**src/rtl/rgc_pkg.sv**
```systemverilog
// Shared constants and helpers for the reference clock gating controller.
// Assumes the latency parameter is meant to lie between 1 and 3 cycles.
package rgc_pkg;
    localparam int LAT_MIN = 1;
    localparam int LAT_MAX = 3;
    localparam int CNT_W   = 2;

    // Clamp a requested latency into the supported window.
    function automatic int clamp_latency(input int req);
        if (req < LAT_MIN) return LAT_MIN;
        if (req > LAT_MAX) return LAT_MAX;
        return req;
    endfunction
endpackage

```
**src/rtl/rgc_sync.sv**
```systemverilog
// Multi-flop synchroniser that brings an asynchronous level into clk.
// Assumes the input is a slow level, so samples may be lost only by metastability.
module rgc_sync #(
    parameter int STAGES = 2
) (
    input  logic clk,
    input  logic rst_n,
    input  logic async_in,
    output logic sync_out
);
    logic [STAGES-1:0] chain;

    // Shift the level through the chain of flops.
    always_ff @(posedge clk) begin
        if (!rst_n) chain <= '0;
        else        chain <= {chain[STAGES-2:0], async_in};
    end

    assign sync_out = chain[STAGES-1];
endmodule

```
**src/rtl/rgc_mask_reg.sv**
```systemverilog
// Per-output enable mask. It resets to all ones, so every output is allowed.
// Assumes the write strobe is synchronous to clk.
module rgc_mask_reg #(
    parameter int N = 8
) (
    input  logic         clk,
    input  logic         rst_n,
    input  logic         wr,
    input  logic [N-1:0] wdata,
    output logic [N-1:0] mask
);
    // Hold the mask and load it when the strobe is high.
    always_ff @(posedge clk) begin
        if (!rst_n)  mask <= '1;
        else if (wr) mask <= wdata;
    end
endmodule

```
**src/rtl/rgc_lane.sv**
```systemverilog
// One output lane. It filters its enable request through a latency counter,
// commits the run state, and gates the clock on the falling edge so that no
// truncated pulse appears. Assumes pwr_good is synchronous to clk.
module rgc_lane #(
    parameter int LATENCY = 2
) (
    input  logic clk,
    input  logic rst_n,
    input  logic pwr_good,
    input  logic want,
    output logic run,
    output logic out_p,
    output logic out_n
);
    import rgc_pkg::*;
    localparam int LAT_C = clamp_latency(LATENCY);
    localparam logic [CNT_W-1:0] CNT_LAST = CNT_W'(LAT_C - 1);

    logic [CNT_W-1:0] cnt;
    logic             gate;

    // Count the cycles in which the request differs from the state, and commit at the limit.
    always_ff @(posedge clk) begin
        if (!rst_n || !pwr_good) begin
            run <= 1'b0;
            cnt <= '0;
        end else if (want == run) begin
            cnt <= '0;
        end else if (cnt == CNT_LAST) begin
            run <= want;
            cnt <= '0;
        end else begin
            cnt <= cnt + 1'b1;
        end
    end

    // Load the gate while the clock is low, so every pulse is either whole or absent.
    always_ff @(negedge clk) begin
        if (!rst_n) gate <= 1'b0;
        else        gate <= run;
    end

    assign out_p = clk & gate;
    assign out_n = ~clk & gate;
endmodule

```
**src/rtl/refclk_gate_ctrl.sv**
```systemverilog
// Top level of the reference clock output gating controller. It combines
// power-good, the enable mask, the active-low pins and the lock state into one
// request per lane, and drives the PLL power request.
// Assumes every input except pll_lock is synchronous to clk.
module refclk_gate_ctrl #(
    parameter int NUM_OUT     = 8,
    parameter int LATENCY     = 2,
    parameter int SYNC_STAGES = 2
) (
    input  logic               clk,
    input  logic               rst_n,
    input  logic               pwr_good,
    input  logic               pll_bypass,
    input  logic               pll_lock,
    input  logic [NUM_OUT-1:0] oe_n,
    input  logic               en_wr,
    input  logic [NUM_OUT-1:0] en_wdata,
    output logic               pll_on,
    output logic [NUM_OUT-1:0] lane_run,
    output logic [NUM_OUT-1:0] clk_out_p,
    output logic [NUM_OUT-1:0] clk_out_n
);
    logic [NUM_OUT-1:0] en_mask;
    logic               lock_ok;
    logic               src_ready;
    logic [NUM_OUT-1:0] want;

    rgc_sync #(.STAGES(SYNC_STAGES)) u_lock_sync (
        .clk(clk), .rst_n(rst_n), .async_in(pll_lock), .sync_out(lock_ok)
    );

    rgc_mask_reg #(.N(NUM_OUT)) u_mask (
        .clk(clk), .rst_n(rst_n), .wr(en_wr), .wdata(en_wdata), .mask(en_mask)
    );

    // The clock source is usable in bypass, or in PLL mode once lock is seen.
    assign src_ready = pll_bypass | lock_ok;
    // Priority: power-down, then the mask, then the active-low pin.
    assign want = (pwr_good && src_ready) ? (en_mask & ~oe_n) : '0;

    // Request PLL power only while powered and on the PLL path.
    always_ff @(posedge clk) begin
        if (!rst_n) pll_on <= 1'b0;
        else        pll_on <= pwr_good & ~pll_bypass;
    end

    for (genvar g = 0; g < NUM_OUT; g++) begin : g_lane
        rgc_lane #(.LATENCY(LATENCY)) u_lane (
            .clk(clk), .rst_n(rst_n), .pwr_good(pwr_good), .want(want[g]),
            .run(lane_run[g]), .out_p(clk_out_p[g]), .out_n(clk_out_n[g])
        );
    end
endmodule

```
**config.mk**
```make
export PLATFORM = sky130hd
export DESIGN_NAME = refclk_gate_ctrl
export DESIGN_NICKNAME = d
export VERILOG_FILES = /design/src/rtl/rgc_pkg.sv /design/src/rtl/rgc_sync.sv /design/src/rtl/rgc_mask_reg.sv /design/src/rtl/rgc_lane.sv /design/src/rtl/refclk_gate_ctrl.sv
export SDC_FILE = /design/constraint.sdc
export NUM_CORES = 1
export LEC_CHECK = 0
export BUFFER_PORTS_ARGS = -buffer_cell sky130_fd_sc_hd__buf_4
export CAP_MARGIN = 15
export CORE_AREA = 2 2 65 67
export DETAILED_ROUTE_END_ITERATION = 6
export DIE_AREA = 0 0 67 69
export GPL_TIMING_DRIVEN = 0
export PLACE_DENSITY = 0.75
export SLEW_MARGIN = 40
export SYNTH_ARGS = -nofsm -noshare
export SYNTH_HDL_FRONTEND = slang
export SYNTH_SLANG_ARGS = --single-unit
```
**constraint.sdc**
```tcl
create_clock -name clk -period 1.55 [get_ports clk]
set_clock_uncertainty 0.1 [all_clocks]
set_input_delay 0.2325 -clock clk [delete_from_list [all_inputs] [get_ports clk]]
set_output_delay 0.2325 -clock clk [all_outputs]
set_load 0.02 [all_outputs]
```
==> results by group, run 1 <==
Drt
  • WL/cell: 14.2 um
  • Vias per cell: 4.92
  • DR DRC count: 0
  • Via Count: 1,790
  • Iteration-0 DRC Markers: 51
  • Total Routed Length: 5.15 mm
  • DRT antenna net count: 0
  • Drt pass-1 iters: 4

Synthesis
  • Yosys reg bits: 43
  • Leading area contributor after synthesis: dfxtp_1
  • Synthesized area: 0.00195 mm^2
  • Synth top area cells: dfxtp_1 44%, buf_4 9.6%, a21oi_1 6.2%
  • Sequential cell area fraction in the yosys report: 0.442
  • Post-synth ARST share: 0
  • Most used DFF post-synth: dfxtp_1
  • Mean Syn Cell Area: 9.22 um^2
  • Syn_nets: 241
  • Post-Syn Instances: 211
  • Most instantiated cells after synthesis: 43 x dfxtp_1, 25 x buf_4, 24 x a21oi_1, 19 x and2_1, 14 x nor2b_1
  • Synth cell types: 22
  • Top-count cell post-synth: dfxtp_1
  • Synth top area share: 0.442
  • Yosys warning count: 0
  • Post-synth EDFFs: 0

Layout
  • Fraction of layout cells with a size suffix above 1: 0.417
  • Design area: 0.00326 mm^2
  • Ant diodes: 0
  • Post-layout nets: 341
  • Synthesis-to-layout area growth: 67.5%
  • # fillers: 239

Floorplanning
  • Num ports: 47
  • Die Ht: 69 um
  • Row count: 23
  • Chip Width: 67 um
  • Die Footprint: 0.00462 mm^2
  • Starting Density: 0.497
  • Core area: 0.00391 mm^2

Setup path
  • Worst r2r path cells: 2
  • Critical Path Sink Type: primary output
  • Worst EP arrival: 2.17 ns
  • Crit path max fanout: 2
  • CP Class: flop to primary output
  • Element type at the critical path start: flop
  • CP required: 1.22 ns

Power
  • Power share of the combinational group: 0.054
  • Pleak: 1.41 nW
  • Net switching power: 0.00115 W
  • Power Density: 1380 mW/mm^2
  • Clk pwr share: 0.693
  • Sw Ratio: 0.256
  • Seq pwr share: 0.253
  • Worst VDD drop: 0.844 mV
  • Int Power: 0.00335 W
  • Tot Pwr: 0.00451 W

Place
  • Port Buffers: 45
  • Post-Place Cell Area: 0.00239 mm^2
  • Post-DP HPWL: 2.67 mm
  • GP Congestion: 0.719

Min path
  • Hold Path Class: primary input to flop
  • Hold path depth: 3

STA
  • Hold Slack: 0.187 ns
  • Rel. slew slack: 0.715
  • Final worst slack: -0.957 ns
  • RSZ-0062 raised after global routing: yes
  • Setup violators final: 32
  • Final Hold Viols: 0
  • Worst-Margin Slew: 0.428 ns
  • Final max-slew violation count: 0

Job
  • Max-cap violation count: 0

Global routing
  • Gr ovfl total: 0
  • Vias in the first global route: 2,164
  • Initial antenna violation count: 0
  • GRT Overall Usage: 0.309
  • Largest net degree at the start of global routing: 11
  • Global-route wire length before repair: 9.56 mm

CTS
  • Clk slew on worst S/H paths: 0.07 ns
  • Worst skew pair latency: 0.70 ns
  • TritonCTS clock tree: built

Status
  • Outcome: finished, violations left
  • Failing checks: setup timing
worst paths after layout:
| kind | start | slack [ns] | end |
|---|---|---|---|
| worst max-delay path | g_lane[5].u_lane.gate$_SDFF_NN0_ | -0.96 | clk_out_n[5] |
| worst min-delay path | pll_bypass | 0.19 | pll_on$_SDFF_PN0_ |
| worst max register to register | g_lane[6].u_lane.run$_SDFFE_PP0P_ | 0.03 | g_lane[6].u_lane.gate$_SDFF_NN0_ |
| worst min register to register | g_lane[6].u_lane.cnt[0]$_SDFF_PP0_ | 0.32 | g_lane[6].u_lane.cnt[0]$_SDFF_PP0_ |
cell families (layout without fill, tap and decap cells):
logic type | after synthesis | after routing | synth area share
buffers and inverters | 41 | 144 | 0.138
and+or+nand+nor | 78 | 78 | 0.225
muxes | 8 | 8 | 0.0412
adders and majority gates | 8 | 8 | 0.0514
DFF | 43 | 43 | 0.442
AOI/OAI and AO/OA | 33 | 33 | 0.102
per-stage QoR:
| step | instances | setup WS, ns | setup TNS (ns) | util |
|---|---|---|---|---|
| floorplan | 211 | -0.108 | -1.73 | - |
| global placement | 306 | -0.234 | -4.25 | 0.611 |
| detailed placement | 306 | -0.238 | -4.29 | 0.611 |
| CTS | 363 | -0.983 | -15.02 | 0.828 |
| global route | 364 | -1.06 | -15.82 | 0.832 |
| finish | 364 | -0.957 | -14.72 | 0.832 |
cell usage in the layout, fill, tap and decap left out:
cell type | Yosys | routed
clkbuf_8 | 0 | 35
dlygate4sd3_1 | 0 | 29
buf_4 | 25 | 29
buf_6 | 1 | 27
dfxtp_1 | 43 | 27
a21oi_1 | 24 | 23
inv_1 | 9 | 16
dfxtp_2 | 0 | 15
and2_1 | 19 | 11
nand2_1 | 9 | 9
nor2_1 | 9 | 9
and2_4 | 0 | 8
nor2b_4 | 0 | 8
mux2i_1 | 8 | 8
nand2b_1 | 8 | 8
a211o_1 | 8 | 8
nand4_1 | 8 | 8
nand3_1 | 8 | 8
ha_1 | 8 | 8
nor2b_1 | 14 | 6
buf_2 | 2 | 2
and2b_2 | 2 | 2
clkbuf_1 | 2 | 2
clkbuf_2 | 0 | 1
or2_1 | 1 | 1
buf_8 | 1 | 1
buf_1 | 1 | 1
a21oi_2 | 0 | 1
o21a_1 | 1 | 1
bufinv_8 | 0 | 1
dfxtp_4 | 0 | 1
timing repair:
action / 4_1_cts / 5_1_grt
setup buffers: 8 / 1
hold buffers: 29 / 0
pin swaps: 7 / 0
hold endpoints to repair: 35 / 0
setup endpoints to repair: 40 / 35
gates resized for setup: 62 / 3
power groups by stage:
| stage | Sequential, W | Clock (W) | Combinational [W] |
|---|---|---|---|
| global route | 0.00114 | 0.00340 | 0.000267 |
| global placement | 0.00116 | 0.0000897 | 0.000166 |
| CTS | 0.00114 | 0.00320 | 0.000237 |
| floorplan | 0.00116 | 0.0000888 | 0.000103 |
| finish | 0.00114 | 0.00312 | 0.000244 |
| detailed placement | 0.00116 | 0.0000897 | 0.000171 |
per-layer routing:
metal,vias up,share of wire,wire length (um),GRT usage
met3,21,0.067,343,0.248
li1,881,-,-,-
met5,-,0,0,0.0250
met4,0,0.034,177,0.367
met1,809,0.41,2090,0.304
met2,79,0.49,2540,0.352
flip-flops by register name (all words and copies together), names as in the netlist:
name / count
pll_on: 1
g_lane.u_lane.cnt: 16
g_lane.u_lane.run: 8
g_lane.u_lane.gate: 8
u_lock_sync.chain: 2
u_mask.mask: 8
layout make-up:
class	count	area [um^2]	share of cell area
Inverter	8	30.0	0.00922
Multi-Input combinational cell	127	900	0.276
Sequential cell	43	883	0.271
Clock buffer	53	663	0.204
Buffer	8	70.1	0.0215
Clock inverter	9	47.5	0.0146
Tap cell	50	62.6	0.0192
Timing Repair Buffer	66	602	0.185
worst max-delay path, cell delays in order, from the launching register on:
cell and delay, ns:
dfxtp_2 0.33, nor2b_4 0.15, buf_6 0.12
(Power assumes the default switching activity.)
==> run 2, diff against run 1 <==
--- a/config.mk
+++ b/config.mk
@@ -5,14 +5,14 @@
 export SDC_FILE = /design/constraint.sdc
 export NUM_CORES = 1
 export LEC_CHECK = 0
-export BUFFER_PORTS_ARGS = -buffer_cell sky130_fd_sc_hd__buf_4
-export CAP_MARGIN = 15
-export CORE_AREA = 2 2 65 67
+export CAP_MARGIN = 10
+export CORE_AREA = 2 2 60 62
 export DETAILED_ROUTE_END_ITERATION = 6
-export DIE_AREA = 0 0 67 69
+export DIE_AREA = 0 0 62 64
+export DONT_BUFFER_PORTS = 1
 export GPL_TIMING_DRIVEN = 0
-export PLACE_DENSITY = 0.75
-export SLEW_MARGIN = 40
+export PLACE_DENSITY = 0.74
+export SLEW_MARGIN = 20
 export SYNTH_ARGS = -nofsm -noshare
 export SYNTH_HDL_FRONTEND = slang
 export SYNTH_SLANG_ARGS = --single-unit
==> run 2 against run 1 <==
The run ends with DRC, setup timing left; first-iteration DRC count rose to 4.2 times the previous value; clock-buffer cell count is 15 lower; critical path depth did not move; routed wire length grew 32%; global-route usage up 6.7 points; die area fell by 14%; non-clock buffer count decreased by 4; core utilization rose by 7.6 points; largest power group unchanged; highest routed layer unchanged.
==> results by group, run 2 (same netlist as run 1, synthesis figures left out) <==
Place
  • Post-DP HPWL: 2.70 mm (was 2.67 mm)
  • GP Congestion: 0.732 (was 0.719)
  • Port Buffers: 0 (was 45)
  • DP Worst Slack: -0.118 ns (was -0.238 ns)

Setup path
  • Crit-path cells: nor2b_1 -> buf_4 (was nor2b_4 -> buf_6)
  • Critical Path Sink Type: primary output (unchanged)
  • CP Class: flop to primary output (unchanged)
  • CP required: 1.22 ns (about the same)
  • Cell family with most CP delay: flip-flops (unchanged)
  • Critical Path Max Stage Delay: 0.36 ns (was 0.33 ns)
  • Crit path max fanout: 2 (unchanged)
  • Worst EP arrival: 2.33 ns (was 2.17 ns)
  • Worst Path Buf+Inv: 1 (unchanged)
  • Element type at the critical path start: flop (unchanged)
  • Slowest cell on the critical path: dfxtp_2 (unchanged)

Global routing
  • GRT met3 Usage: 0.227 (was 0.248)
  • Global-route wire length before repair: 10.6 mm (was 9.56 mm)
  • Vias in the first global route: 2,306 (was 2,164)
  • Most used routing layer: met2 (was met4)
  • GRT met2 Usage: 0.497 (was 0.352)
  • Gr ovfl total: 0 (unchanged)
  • Met1 layer usage reported by global route: 0.373 (was 0.304)
  • Initial antenna violation count: 0 (unchanged)
  • Largest net degree at the start of global routing: 11 (unchanged)
  • GRT Overall Usage: 0.376 (was 0.309)

STA
  • RSZ-0062 raised after global routing: yes (unchanged)
  • Rel. slew slack: 0.711 (was 0.715)
  • Sum Neg Setup Slack: -16.95 ns (was -14.72 ns)
  • Worst-Margin Slew: 0.433 ns (was 0.428 ns)
  • Final Hold Viols: 0 (unchanged)
  • Setup violators final: 49 (was 32)
  • Final max-slew violation count: 0 (unchanged)
  • Final worst slack: -1.12 ns (was -0.957 ns)
  • Hold Slack: 0.0711 ns (was 0.187 ns)

CTS
  • Worst skew pair latency: 0.82 ns (was 0.70 ns)
  • TritonCTS clock tree: built (unchanged)
  • Clk slew on worst S/H paths: 0.11 ns (was 0.07 ns)

Status
  • Failing checks: DRC, setup timing (was setup timing)
  • Outcome: finished, violations left (unchanged)

Floorplanning
  • Starting Density: 0.592 (was 0.497)
  • Die Ht: 64 um (was 69 um)
  • Num ports: 47 (unchanged)
  • Chip Width: 62 um (was 67 um)
  • Die Footprint: 0.00397 mm^2 (was 0.00462 mm^2)
  • Core area: 0.00328 mm^2 (was 0.00391 mm^2)
  • Row count: 21 (was 23)

Drt
  • WL/cell: 19.8 um (was 14.2 um)
  • Total Routed Length: 6.78 mm (was 5.15 mm)
  • Drt pass-1 iters: 7 (was 4)
  • Iteration-0 DRC Markers: 216 (was 51)
  • DRT antenna net count: 0 (unchanged)
  • Via Count: 2,026 (was 1,790)
  • Vias per cell: 5.92 (was 4.92)
  • DR DRC count: 2 (was 0)

Layout
  • Post-layout nets: 323 (was 341)
  • # fillers: 125 (was 239)
  • Fraction of layout cells with a size suffix above 1: 0.399 (was 0.417)
  • Synthesis-to-layout area growth: 53.3% (was 67.5%)
  • Ant diodes: 0 (unchanged)
  • Most frequent cells in the layout: 34 x buf_6, 30 x dlygate4sd3_1, 28 x clkbuf_4, 26 x dfxtp_1, 24 x a21oi_1 (was 35 x clkbuf_8, 29 x dlygate4sd3_1, 29 x buf_4, 27 x buf_6, 27 x dfxtp_1)
  • Largest Register: g_lane.u_lane.cnt (unchanged)
  • Commonest non-fill, non-tap cell in the layout: buf_6 (was clkbuf_8)
  • Max FFs per register: 16 (unchanged)

Power
  • Tot Pwr: 0.00390 W (was 0.00451 W)
  • Pleak: 1.27 nW (was 1.41 nW)
  • Power Density: 1310 mW/mm^2 (was 1380 mW/mm^2)
  • Worst VDD drop: 0.796 mV (was 0.844 mV)

Min path
  • Hold Path Class: primary input to flop (unchanged)

Job
  • Max-cap violation count: 0 (unchanged)
-- run 2: cell types whose count changed in the layout (fill, tap and decap cells not counted), moves of 7 or more --
cell / before / now
clkbuf_8: 35 / 3
clkbuf_4: 0 / 28
buf_4: 29 / 3
and2_1: 11 / 3
and2_4: 8 / 16
buf_6: 27 / 34
-- run 2: worst min-delay path, delay by kind of cell --
kind | cells | cell delay (ns)
AO/OA/AOI/OAI | 1 | 0.06
buffers and inverters | 1 | 0.52
AND/OR/NAND/NOR | 2 | 0.15
-- run 2: routing by layer --
layer,share of wire,wire (um)
met5,0,0
met4,0.058,391
met3,0.11,747
met2,0.48,3280
met1,0.35,2360
-- run 2: stage by stage --
stage,std cells,instance area (um^2),utilization
2_1_floorplan,211,1990,-
3_3_place_gp,257,2050,0.623
3_5_place_dp,257,2050,0.623
4_1_cts,342,2920,0.888
5_1_grt,342,2980,0.908
6_report,342,2980,0.908
-- run 2: report_power, final --
part | switching (W) | internal, W
clock | 0.00108 | 0.00146
combinational | 0.000103 | 0.000115
sequential | 0.0000158 | 0.00113
-- run 2: worst paths after layout --
kind / start / end / slack, ns / cells after the start
worst max-delay path: g_lane[2].u_lane.gate$_SDFF_NN0_ / clk_out_n[2] / -1.12 / 2
worst min-delay path: oe_n[7] / g_lane[7].u_lane.run$_SDFFE_PP0P_ / 0.07 / 4
worst max register to register: g_lane[5].u_lane.run$_SDFFE_PP0P_ / g_lane[5].u_lane.gate$_SDFF_NN0_ / -0.06 / 2
worst min register to register: g_lane[4].u_lane.cnt[0]$_SDFF_PP0_ / g_lane[4].u_lane.cnt[0]$_SDFF_PP0_ / 0.33 / 1
-- run 2: final cells by class --
type / instances / area, um^2 / area share
Buffer: 32 / 342 / 0.115
Tap cell: 46 / 57.6 / 0.0193
Inverter: 8 / 30.0 / 0.0101
Clock buffer: 38 / 320 / 0.107
Clock inverter: 10 / 52.6 / 0.0176
Multi-Input combinational cell: 127 / 903 / 0.303
Sequential cell: 43 / 887 / 0.297
Timing Repair Buffer: 38 / 390 / 0.131
-- run 2: timing repair --
action,in CTS,in global routing
hold buffers,30,0
pin swaps,13,1
endpoints found under the setup margin,41,42
setup buffers,10,1
resized for setup,59,27
hold endpoints to repair,35,0
